File: config.mk
export PLATFORM = sky130hd
export DESIGN_NAME = crc5_nibble_engine
export DESIGN_NICKNAME = d
export VERILOG_FILES = /design/src/rtl/crc5_pkg.sv /design/src/rtl/crc5_next.sv /design/src/rtl/crc5_seed_sel.sv /design/src/rtl/crc5_state.sv /design/src/rtl/crc5_nibble_engine.sv
export SDC_FILE = /design/constraint.sdc
export NUM_CORES = 1
export LEC_CHECK = 0
export BUFFER_PORTS_ARGS = -buffer_cell sky130_fd_sc_hd__buf_2
export CAP_MARGIN = 30
export CORE_AREA = 2 2 39 41
export CTS_CLUSTER_SIZE = 28
export DETAILED_ROUTE_END_ITERATION = 8
export DIE_AREA = 0 0 41 43
export HOLD_SLACK_MARGIN = 0.08
export PLACE_DENSITY = 0.55
export REMOVE_ABC_BUFFERS = 1
export SLEW_MARGIN = 20
export SYNTH_ARGS = -nofsm -noshare
export SYNTH_HDL_FRONTEND = slang
export SYNTH_SLANG_ARGS = --single-unit
File: constraint.sdc
create_clock -name clk_i -period 1.95 [get_ports clk_i]
set_input_delay 0.39 -clock clk_i [delete_from_list [all_inputs] [get_ports clk_i]]
set_output_delay 0.39 -clock clk_i [all_outputs]
set_load 0.02 [all_outputs]
File: src/rtl/crc5_pkg.sv
package crc5_pkg;
  localparam int CRC_W = 5;
  localparam int NIB_W = 4;

  typedef logic [CRC_W-1:0] crc_t;
  typedef logic [NIB_W-1:0] nib_t;

  // register bits that receive the feedback term (x^2 and x^0)
  localparam crc_t FB_TAPS = 5'b00101;

  // one direct-form step: message bit enters at the top, feedback to all taps
  function automatic crc_t crc_bit_step(crc_t c, logic d);
    logic fb;
    fb = c[CRC_W-1] ^ d;
    return {c[CRC_W-2:0], 1'b0} ^ (fb ? FB_TAPS : '0);
  endfunction

  // four steps unrolled, earliest bit is the nibble's top bit
  function automatic crc_t crc_nib_chain(crc_t c, nib_t d);
    crc_t r;
    r = c;
    for (int i = NIB_W - 1; i >= 0; i--) r = crc_bit_step(r, d[i]);
    return r;
  endfunction

  // the same transform collapsed into one XOR level per output bit
  function automatic crc_t crc_nib_flat(crc_t c, nib_t d);
    crc_t n;
    n[0] = c[1] ^ c[4] ^ d[0] ^ d[3];
    n[1] = c[2] ^ d[1];
    n[2] = c[1] ^ c[3] ^ c[4] ^ d[0] ^ d[2] ^ d[3];
    n[3] = c[2] ^ c[4] ^ d[1] ^ d[3];
    n[4] = c[0] ^ c[3] ^ d[2];
    return n;
  endfunction

  function automatic crc_t seed_value(logic ones);
    return ones ? '1 : '0;
  endfunction
endpackage

File: src/rtl/crc5_next.sv
module crc5_next
  import crc5_pkg::*;
#(
  parameter bit FLAT_EQ = 1'b1
) (
  input  crc_t cur_i,
  input  nib_t nib_i,
  output crc_t nxt_o
);
  generate
    if (FLAT_EQ) begin : g_flat
      always_comb nxt_o = crc_nib_flat(cur_i, nib_i);
    end else begin : g_chain
      crc_t stage [NIB_W+1];
      assign stage[0] = cur_i;
      for (genvar k = 0; k < NIB_W; k++) begin : g_step
        assign stage[k+1] = crc_bit_step(stage[k], nib_i[NIB_W-1-k]);
      end
      assign nxt_o = stage[NIB_W];
    end
  endgenerate
endmodule

File: src/rtl/crc5_seed_sel.sv
module crc5_seed_sel
  import crc5_pkg::*;
(
  input  logic rst_i,
  input  logic init_i,
  input  logic seed_ones_i,
  input  logic vld_i,
  output logic load_o,
  output logic upd_o,
  output crc_t seed_o
);
  always_comb begin
    load_o = rst_i | init_i;
    upd_o  = vld_i & ~load_o;
    seed_o = seed_value(seed_ones_i);
  end
endmodule

File: src/rtl/crc5_state.sv
module crc5_state
  import crc5_pkg::*;
(
  input  logic clk_i,
  input  logic load_i,
  input  logic upd_i,
  input  crc_t seed_i,
  input  crc_t nxt_i,
  output crc_t q_o
);
  always_ff @(posedge clk_i) begin
    if (load_i)     q_o <= seed_i;
    else if (upd_i) q_o <= nxt_i;
  end
endmodule

File: src/rtl/crc5_nibble_engine.sv
module crc5_nibble_engine
  import crc5_pkg::*;
#(
  parameter bit FLAT_EQ = 1'b1
) (
  input  logic             clk_i,
  input  logic             rst_i,
  input  logic             init_i,
  input  logic             seed_ones_i,
  input  logic             vld_i,
  input  logic [NIB_W-1:0] nib_i,
  output logic [CRC_W-1:0] crc_o
);
  // named internal events, visible to the bound checker
  logic seed_load;
  logic upd_en;
  crc_t seed_val;
  crc_t nxt_crc;
  crc_t crc_q;

  crc5_seed_sel u_sel (
    .rst_i       (rst_i),
    .init_i      (init_i),
    .seed_ones_i (seed_ones_i),
    .vld_i       (vld_i),
    .load_o      (seed_load),
    .upd_o       (upd_en),
    .seed_o      (seed_val)
  );

  crc5_next #(.FLAT_EQ(FLAT_EQ)) u_next (
    .cur_i (crc_q),
    .nib_i (nib_i),
    .nxt_o (nxt_crc)
  );

  crc5_state u_state (
    .clk_i  (clk_i),
    .load_i (seed_load),
    .upd_i  (upd_en),
    .seed_i (seed_val),
    .nxt_i  (nxt_crc),
    .q_o    (crc_q)
  );

  assign crc_o = crc_q;
endmodule

==> flow_metrics.py, run 1 <==
metrics = {
    "run_status": {
        "status": "finished clean",
    },
    "synthesis": {
        "synth-seq-cells": 5,
        "syn_avg_cell_area_um2": 14.5,
        "ys_types": 9,
        "syn-instance-count": 21,
        "yosysTopAreaCellShare_pct": 49.4,
        "synth_commonest_cells": "5 x edfxtp_1, 5 x xnor2_1, 3 x a21oi_1",
        "ys_warn_count": 0,
        "synth_area_leader_cell": "edfxtp_1",
        "ys_seq_area_share_pct": 49.4,
        "syn_area_um2": 304,
        "ys_async_sr_fraction_pct": 0,
        "synth-edff-count": 5,
        "synthTopCellsByArea": "edfxtp_1 49%, xnor2_1 14%, xnor2_2 11%",
        "yosys_most_used_dff": "edfxtp_1",
    },
    "cells_and_area": {
        "nets": 48,
        "largest_register": "u_state.q_o",
        "largest_register_ffs": 5,
        "drive_above_1_share_pct": 52.6,
        "synthToLayoutAreaGrowth_pct": 36.6,
        "fin_util_pct": 30.0,
        "antennaDiodeCount": 0,
        "reg_top3": "u_state.q_o: 5 flops",
    },
    "clock_tree": {
        "htree_levels": 1,
        "cts_tree": "built",
        "clk_latency_ns": 0.24,
        "cts_hold_buf": 0,
        "clkTransAtPathRegs_ns": 0.04,
        "cts.sinks": 5,
        "cts_buffer_depth": 2,
        "cts_buffers": 3,
        "cts-resized-gates": 0,
        "clock-root-buffer": "clkbuf_4",
        "cts_setup_buffers": 0,
    },
    "setup_path": {
        "crit_chain": "xnor2_2 -> xnor3_1 -> mux2_4",
        "r2r_setup_slack_ns": 0.33,
        "worstPathArrival_ns": 1.61,
        "cp_num_buf_inv": 0,
        "slowest_delay_ns": 0.43,
        "critical_path_class": "register to register",
        "worstPathRequired_ns": 1.94,
        "crit_family": "XOR/XNOR gates",
        "crit_path_end_kind": "register",
        "worstSetupStartpointType": "register",
        "path_max_fanout": 3,
        "critPathSlowestCell": "xnor3_1",
    },
    "floorplan": {
        "rows": 14,
        "die_area_mm2": 0.00176,
        "dieWidth_um": 41,
        "die_h_um": 43,
        "boundaryPins": 14,
        "start_util_pct": 22.0,
        "core_mm2": 0.00138,
    },
    "sta": {
        "final.setup.tns_ns": 0,
        "setup_ws_ns": 0.333,
        "fin_crit_sh_pct": 82.9,
        "finClkSkew_ns": 0.00290,
        "worst_slew_pin_slew_ns": 0.412,
        "rsz0062_at_grt": "false",
        "fmax_mhz": 619,
        "hold_slack_ns": 0.496,
        "fin_crit_ns": 1.62,
        "relSlewSlack_pct": 72.4,
        "setup_violations": 0,
        "slew_violations": 0,
        "hold_viol": 0,
    },
    "detailed_routing": {
        "drt_first_pass_iters": 3,
        "via_per_inst": 3.94,
        "wl_per_cell_um": 8.54,
        "drt_wl_total_um": 461,
        "drt_iter0_drc": 4,
        "drcViolationCount": 0,
        "vias": 213,
        "ant_nets": 0,
    },
    "pwr": {
        "fin_total_pwr_mw": 0.404,
        "pwr_density_cell_mw_per_mm2": 973,
        "leakage_nw": 0.179,
        "ir_drop_mv": 0.197,
    },
    "global_routing": {
        "antenna_found_initial": 0,
        "grt_max_degree": 7,
        "grt_remaining_overflow": 0,
        "track_usage_pct": 7.21,
        "grt_pass1_vias": 203,
        "grt_first_pass_wirelength_um": 724,
    },
    "placed_design": {
        "routabilityCongestion": 0.768,
        "place_ws_ns": 0.303,
        "portBuffers": 13,
    },
    "run": {
        "max_cap_violations": 0,
    },
    "hold_path": {
        "hold_class": "primary input to register",
    },
}
power breakdown:
group	total, mW	internal, mW	switching [mW]
logic	0.134	0.0728	0.0611
registers	0.150	0.139	0.0109
clock network	0.120	0.0774	0.0430
total	0.404	0.289	0.115
worst register-to-register path: cells and delay by family, from the launching register on:
family        cells  cell delay (ns)
multiplexers      1             0.26
flip-flops        1             0.42
XOR/XNOR          2             0.69
metrics by stage:
step / instance area, um2 / std cells
floorplan: 304 / 21
global placement: 389 / 50
detailed placement: 389 / 50
CTS: 415 / 54
global route: 415 / 54
finish: 415 / 54
layout by cell type (no fill, tap or decap), types with 2 or more instances in the layout:
cell       n
buf_2     13
xnor2_1    5
edfxtp_1   5
a21oi_1    3
clkbuf_4   3
nor2_1     2
xnor2_2    2
layer usage:
layer	up-vias	GRT usage, %	routed length, um
met5	-	0	0
met4	0	10.0	23
met3	3	3.14	48
met2	11	9.38	205
met1	90	6.67	183
li1	109	-	-
kinds of logic after synthesis:
group,share of synthesized area (%)
xor gates and xnor gates,32.5
DFF,49.4
and+or+nand+nor,4.53
muxes,8.64
AOI/OAI and AO/OA,4.94
final cells by class:
cell class / instances / area, um2
fill: 139 / 968
multi-input combinational: 16 / 154
sequential: 5 / 150
timing repair buffer: 13 / 65.1
clock buffer: 4 / 26.3
tap: 16 / 20.0
worst paths after layout:
| path | start | to | cells after the start |
|---|---|---|---|
| setup / recovery | u_state.q_o[4]$_DFFE_PP_ | u_state.q_o[2]$_DFFE_PP_ | 3 |
| hold / removal | seed_ones_i | u_state.q_o[2]$_DFFE_PP_ | 2 |
| setup reg to reg | u_state.q_o[4]$_DFFE_PP_ | u_state.q_o[2]$_DFFE_PP_ | 3 |
| hold reg to reg | u_state.q_o[2]$_DFFE_PP_ | u_state.q_o[1]$_DFFE_PP_ | 2 |
Power figures use the tool's default switching activity.
==> run 2, diff against run 1 <==
Clock period 1.95 ns to 1.5 ns, I/O delays scaled along.
==> flow_metrics.py, run 2 (synthesis results as in run 1) <==
metrics = {
    "run_status": {
        "status": "finished clean",
    },
    "clock_tree": {
        "cts_tree": "built",
        "htree_levels": 1,
        "cts_buffers": 3,
        "clk_latency_ns": 0.24,
        "cts_buffer_depth": 2,
        "cts.sinks": 5,
        "clkTransAtPathRegs_ns": 0.04,
        "cts_hold_buf": 0,
        "cts_setup_buffers": 0,
        "clock-root-buffer": "clkbuf_4",
    },
    "setup_path": {
        "worstSetupStartpointType": "register",
        "crit_family": "XOR/XNOR gates",
        "crit_start": "u_state.q_o[4]$_DFFE_PP_",
        "critical_path_class": "register to register",
        "worstPathArrival_ns": 1.49,
        "crit_path_end_kind": "register",
        "r2r_start": "u_state.q_o[4]$_DFFE_PP_",
        "cp.depth": 3,
        "path_max_fanout": 2,
        "cp_num_buf_inv": 0,
        "critPathSlowestCell": "edfxtp_1",
        "crit_chain": "xnor2_2 -> xnor3_1 -> mux2_4",
        "ff2ff_path_depth": 3,
        "worstPathRequired_ns": 1.49,
        "slowest_delay_ns": 0.42,
    },
    "pwr": {
        "pwr_density_cell_mw_per_mm2": 1240,
        "swShare_pct": 28.5,
        "p_sw_mw": 0.158,
        "p_comb_share_pct": 35.9,
        "internal-power_mw": 0.395,
        "power_frac_seq_pct": 35.3,
        "ir_drop_mv": 0.451,
        "leakage_nw": 0.199,
        "clockPowerShare_pct": 28.8,
    },
    "detailed_routing": {
        "drt_wl_total_um": 573,
        "drt_iter0_drc": 5,
        "drt_first_pass_iters": 4,
        "vias": 235,
        "via_per_inst": 4.05,
        "ant_nets": 0,
        "wl_per_cell_um": 9.88,
        "drcViolationCount": 0,
    },
    "global_routing": {
        "grt_first_pass_wirelength_um": 862,
        "grt_remaining_overflow": 0,
        "grt_pass1_vias": 229,
        "antenna_found_initial": 0,
        "track_usage_pct": 8.19,
        "grt_max_degree": 6,
    },
    "sta": {
        "worst_slew_pin_slew_ns": 0.262,
        "setup_violations": 0,
        "fin_crit_ns": 1.50,
        "final.setup.tns_ns": 0,
        "fin_crit_sh_pct": 99.9,
        "fmax_mhz": 667,
        "relSlewSlack_pct": 82.5,
        "rsz0062_at_grt": "true",
        "hold_viol": 0,
        "slew_violations": 0,
        "finClkSkew_ns": 0.00361,
    },
    "cells_and_area": {
        "synthToLayoutAreaGrowth_pct": 46.5,
        "drive_above_1_share_pct": 57.1,
        "largest_register": "u_state.q_o",
        "fillers": 156,
        "nets": 52,
        "reg_top3": "u_state.q_o: 5 flops",
        "final_common_cell": "buf_2",
        "antennaDiodeCount": 0,
        "design_area_um2": 445,
        "largest_register_ffs": 5,
        "layout_common_cells": "13 x buf_2, 5 x xnor2_1, 5 x edfxtp_1",
    },
    "floorplan": {
        "rows": 14,
        "die_area_mm2": 0.00176,
        "core_mm2": 0.00138,
        "boundaryPins": 14,
        "die_h_um": 43,
        "start_util_pct": 22.0,
        "dieWidth_um": 41,
    },
    "run": {
        "max_cap_violations": 0,
    },
    "placed_design": {
        "placed_area_um2": 419,
        "hpwl_um": 451,
        "routabilityCongestion": 0.727,
        "portBuffers": 13,
    },
    "hold_path": {
        "hp-start": "seed_ones_i",
        "hold_class": "primary input to register",
        "holdPathStages": 2,
    },
}
[run 2: cell types whose count changed in the layout (fill, tap and decap cells not counted)]
| cell | before | now |
|---|---|---|
| buf_4 | 0 | 4 |
[run 2: path summary, 6_finish.rpt]
| kind | slack (ns) | to |
|---|---|---|
| worst max register to register | 0.002 | u_state.q_o[2]$_DFFE_PP_ |
| worst min-delay path | 0.40 | u_state.q_o[2]$_DFFE_PP_ |
| worst min register to register | 0.72 | u_state.q_o[1]$_DFFE_PP_ |
| worst max-delay path | 0.002 | u_state.q_o[2]$_DFFE_PP_ |
[run 2: layout make-up]
type,instances,area (um2),area share [%]
Multi-Input combinational cell,16,154,34.6
Sequential cell,5,150,33.7
Clock buffer,4,26.3,5.90
Tap cell,16,20.0,4.49
Timing Repair Buffer,17,95.1,21.3
[run 2: stage by stage]
step | util [%] | power [mW] | cells | setup WS, ns | hold WS, ns
6_report | 32.2 | 0.553 | 58 | 0.00186 | 0.400
5_1_grt | 32.2 | 0.588 | 58 | -0.0296 | 0.391
4_1_cts | 32.2 | 0.564 | 58 | -0.0141 | 0.387
3_5_place_dp | 30.3 | 0.399 | 54 | -0.0343 | 0.641
3_3_place_gp | 30.3 | 0.400 | 54 | 0.00691 | 0.639
2_1_floorplan | - | 0.329 | 21 | -0.182 | 0.518
[run 2: what timing repair did]
| action | 4_1_cts | 5_1_grt |
|---|---|---|
| gates resized for setup | 0 | 0 |
| pin swaps | 1 | 0 |
| setup endpoints to repair | 1 | 1 |
[run 2: per-layer routing]
layer  vias up  routed length, um  global-route usage [%]
li1        117                  -                       -
met1       108                263                    8.88
met2         8                268                    10.3
met3         2                 33                    3.14
met4         0                  8                    10.0
met5         -                  0                       0
[run 2: power groups by stage]
| stage | Combinational, mW | Sequential (mW) | Clock (mW) |
|---|---|---|---|
| 6_report | 0.199 | 0.196 | 0.159 |
| 5_1_grt | 0.214 | 0.197 | 0.177 |
| 4_1_cts | 0.202 | 0.196 | 0.165 |
| 3_5_place_dp | 0.201 | 0.199 | 0 |
| 3_3_place_gp | 0.202 | 0.198 | 0 |
| 2_1_floorplan | 0.105 | 0.224 | 0 |
==> run 3, diff against run 2 <==
Clock period 1.5 ns to 1.47 ns, I/O delays scaled along.
==> flow_metrics.py, run 3 (synthesis results as in run 1) <==
metrics = {
    "cells_and_area": {
        "layout_common_cells": "13 x buf_2, 6 x buf_4, 5 x edfxtp_1",
        "largest_register_ffs": 5,
        "fillers": 150,
        "multi_input_area_um2": 173,
        "largest_register": "u_state.q_o",
        "reg_top3": "u_state.q_o: 5 flops",
        "synthToLayoutAreaGrowth_pct": 57.6,
        "drive_above_1_share_pct": 63.6,
        "antennaDiodeCount": 0,
        "design_area_um2": 479,
        "nets": 54,
        "instances_no_fill": 60,
        "final_common_cell": "buf_2",
        "ff_latch_area_um2": 150,
        "fin_util_pct": 34.6,
    },
    "detailed_routing": {
        "drt_wl_total_um": 559,
        "routed.top_layer": "met3",
        "ant_nets": 0,
        "vias": 229,
        "dr_wl_met3_um": 32,
        "via_per_inst": 3.82,
        "wl_met1_um": 267,
        "drcViolationCount": 0,
        "wl_per_cell_um": 9.32,
        "wl_met2_um": 258,
        "drt_iter0_drc": 0,
        "drt_first_pass_iters": 1,
    },
    "setup_path": {
        "worstPathArrival_ns": 1.49,
        "critical_path_class": "register to register",
        "r2r_start": "u_state.q_o[4]$_DFFE_PP_",
        "crit_path_end_kind": "register",
        "slowest_delay_ns": 0.42,
        "path_max_fanout": 2,
        "crit_start": "u_state.q_o[4]$_DFFE_PP_",
        "r2r_setup_slack_ns": -0.03,
        "critPathSlowestCell": "xnor3_1",
        "worstPathRequired_ns": 1.46,
        "worstSetupStartpointType": "register",
        "crit_chain": "xnor2_2 -> xnor3_1 -> mux2_4",
    },
    "sta": {
        "setup_violations": 1,
        "relSlewSlack_pct": 80.2,
        "finClkSkew_ns": 0.00369,
        "slew_violations": 0,
        "fin_crit_sh_pct": 102,
        "fmax_mhz": 666,
        "worst_slew_pin_slew_ns": 0.295,
        "rsz0062_at_grt": "true",
        "fin_crit_ns": 1.50,
        "hold_slack_ns": 0.398,
        "final.setup.tns_ns": -0.0307,
        "hold_viol": 0,
        "setup_ws_ns": -0.0307,
    },
    "placed_design": {
        "place_inst": 55,
        "hpwl_um": 431,
        "portBuffers": 13,
        "placed_area_um2": 427,
        "place_ws_ns": -0.0606,
        "routabilityCongestion": 0.745,
    },
    "global_routing": {
        "grt_pass1_vias": 222,
        "antenna_found_initial": 0,
        "grt_remaining_overflow": 0,
        "grt_first_pass_wirelength_um": 883,
        "track_usage_pct": 8.43,
        "grt_max_degree": 6,
    },
    "floorplan": {
        "dieWidth_um": 41,
        "die_h_um": 43,
        "rows": 14,
        "boundaryPins": 14,
        "core_mm2": 0.00138,
        "die_area_mm2": 0.00176,
        "start_util_pct": 22.0,
    },
    "pwr": {
        "pwr_density_cell_mw_per_mm2": 1230,
        "fin_total_pwr_mw": 0.589,
        "ir_drop_mv": 0.388,
        "leakage_nw": 0.224,
    },
    "clock_tree": {
        "clk_latency_ns": 0.24,
        "htree_levels": 1,
        "cts_tree": "built",
        "clock-root-buffer": "clkbuf_4",
        "cts_buffer_depth": 2,
        "cts_buffers": 3,
        "cts.sinks": 5,
        "clkTransAtPathRegs_ns": 0.04,
    },
    "run_status": {
        "status": "finished with violations",
        "violations": "negative setup slack",
    },
    "hold_path": {
        "hp-start": "seed_ones_i",
        "hold_class": "primary input to register",
    },
    "run": {
        "max_cap_violations": 0,
    },
}
==> run 3: cell types whose count changed in the layout (fill, tap and decap cells not counted) <==
cell / delta
mux2_4: +1
buf_4: +2
xnor2_2: +2
mux2_2: -1
xnor2_1: -2
==> run 3: cell type report <==
cell class | count | share of cell area [%]
flip-flops and latches | 5 | 31.3
well taps | 16 | 4.18
clock buffers | 4 | 5.48
repair buffers | 19 | 23.0
multi-input cells | 16 | 36.0
==> run 3: where the power goes <==
| part | internal (mW) | switching [mW] |
|---|---|---|
| Sequential | 0.185 | 0.0168 |
| Combinational | 0.136 | 0.0938 |
| Clock | 0.103 | 0.0547 |
| Total | 0.424 | 0.165 |
==> run 3: path summary, 6_finish.rpt <==
path	cells past startpoint	end
max	3	u_state.q_o[2]$_DFFE_PP_
min	2	u_state.q_o[4]$_DFFE_PP_
max reg2reg	3	u_state.q_o[2]$_DFFE_PP_
min reg2reg	2	u_state.q_o[1]$_DFFE_PP_
==> run 3: critical path: cells and delay by family, from the launching register on <==
kind          cells  cell delay (ns)
multiplexers      1             0.26
XOR/XNOR          2             0.58
flip-flops        1             0.41
==> run 3: what timing repair did <==
item / 4_1_cts / 5_1_grt
pin swaps: 2 / 4
hold buffers: 0 / 0
buffers inserted: 2 / 0
setup endpoints to repair: 1 / 2
gates resized for setup: 1 / 2
==> run 3: layer usage <==
metal  track usage, %  up-vias
met1             9.67      100
met3             4.71        0
met4             8.00        0
met2             10.3        8
li1                 -      121
met5                0        -
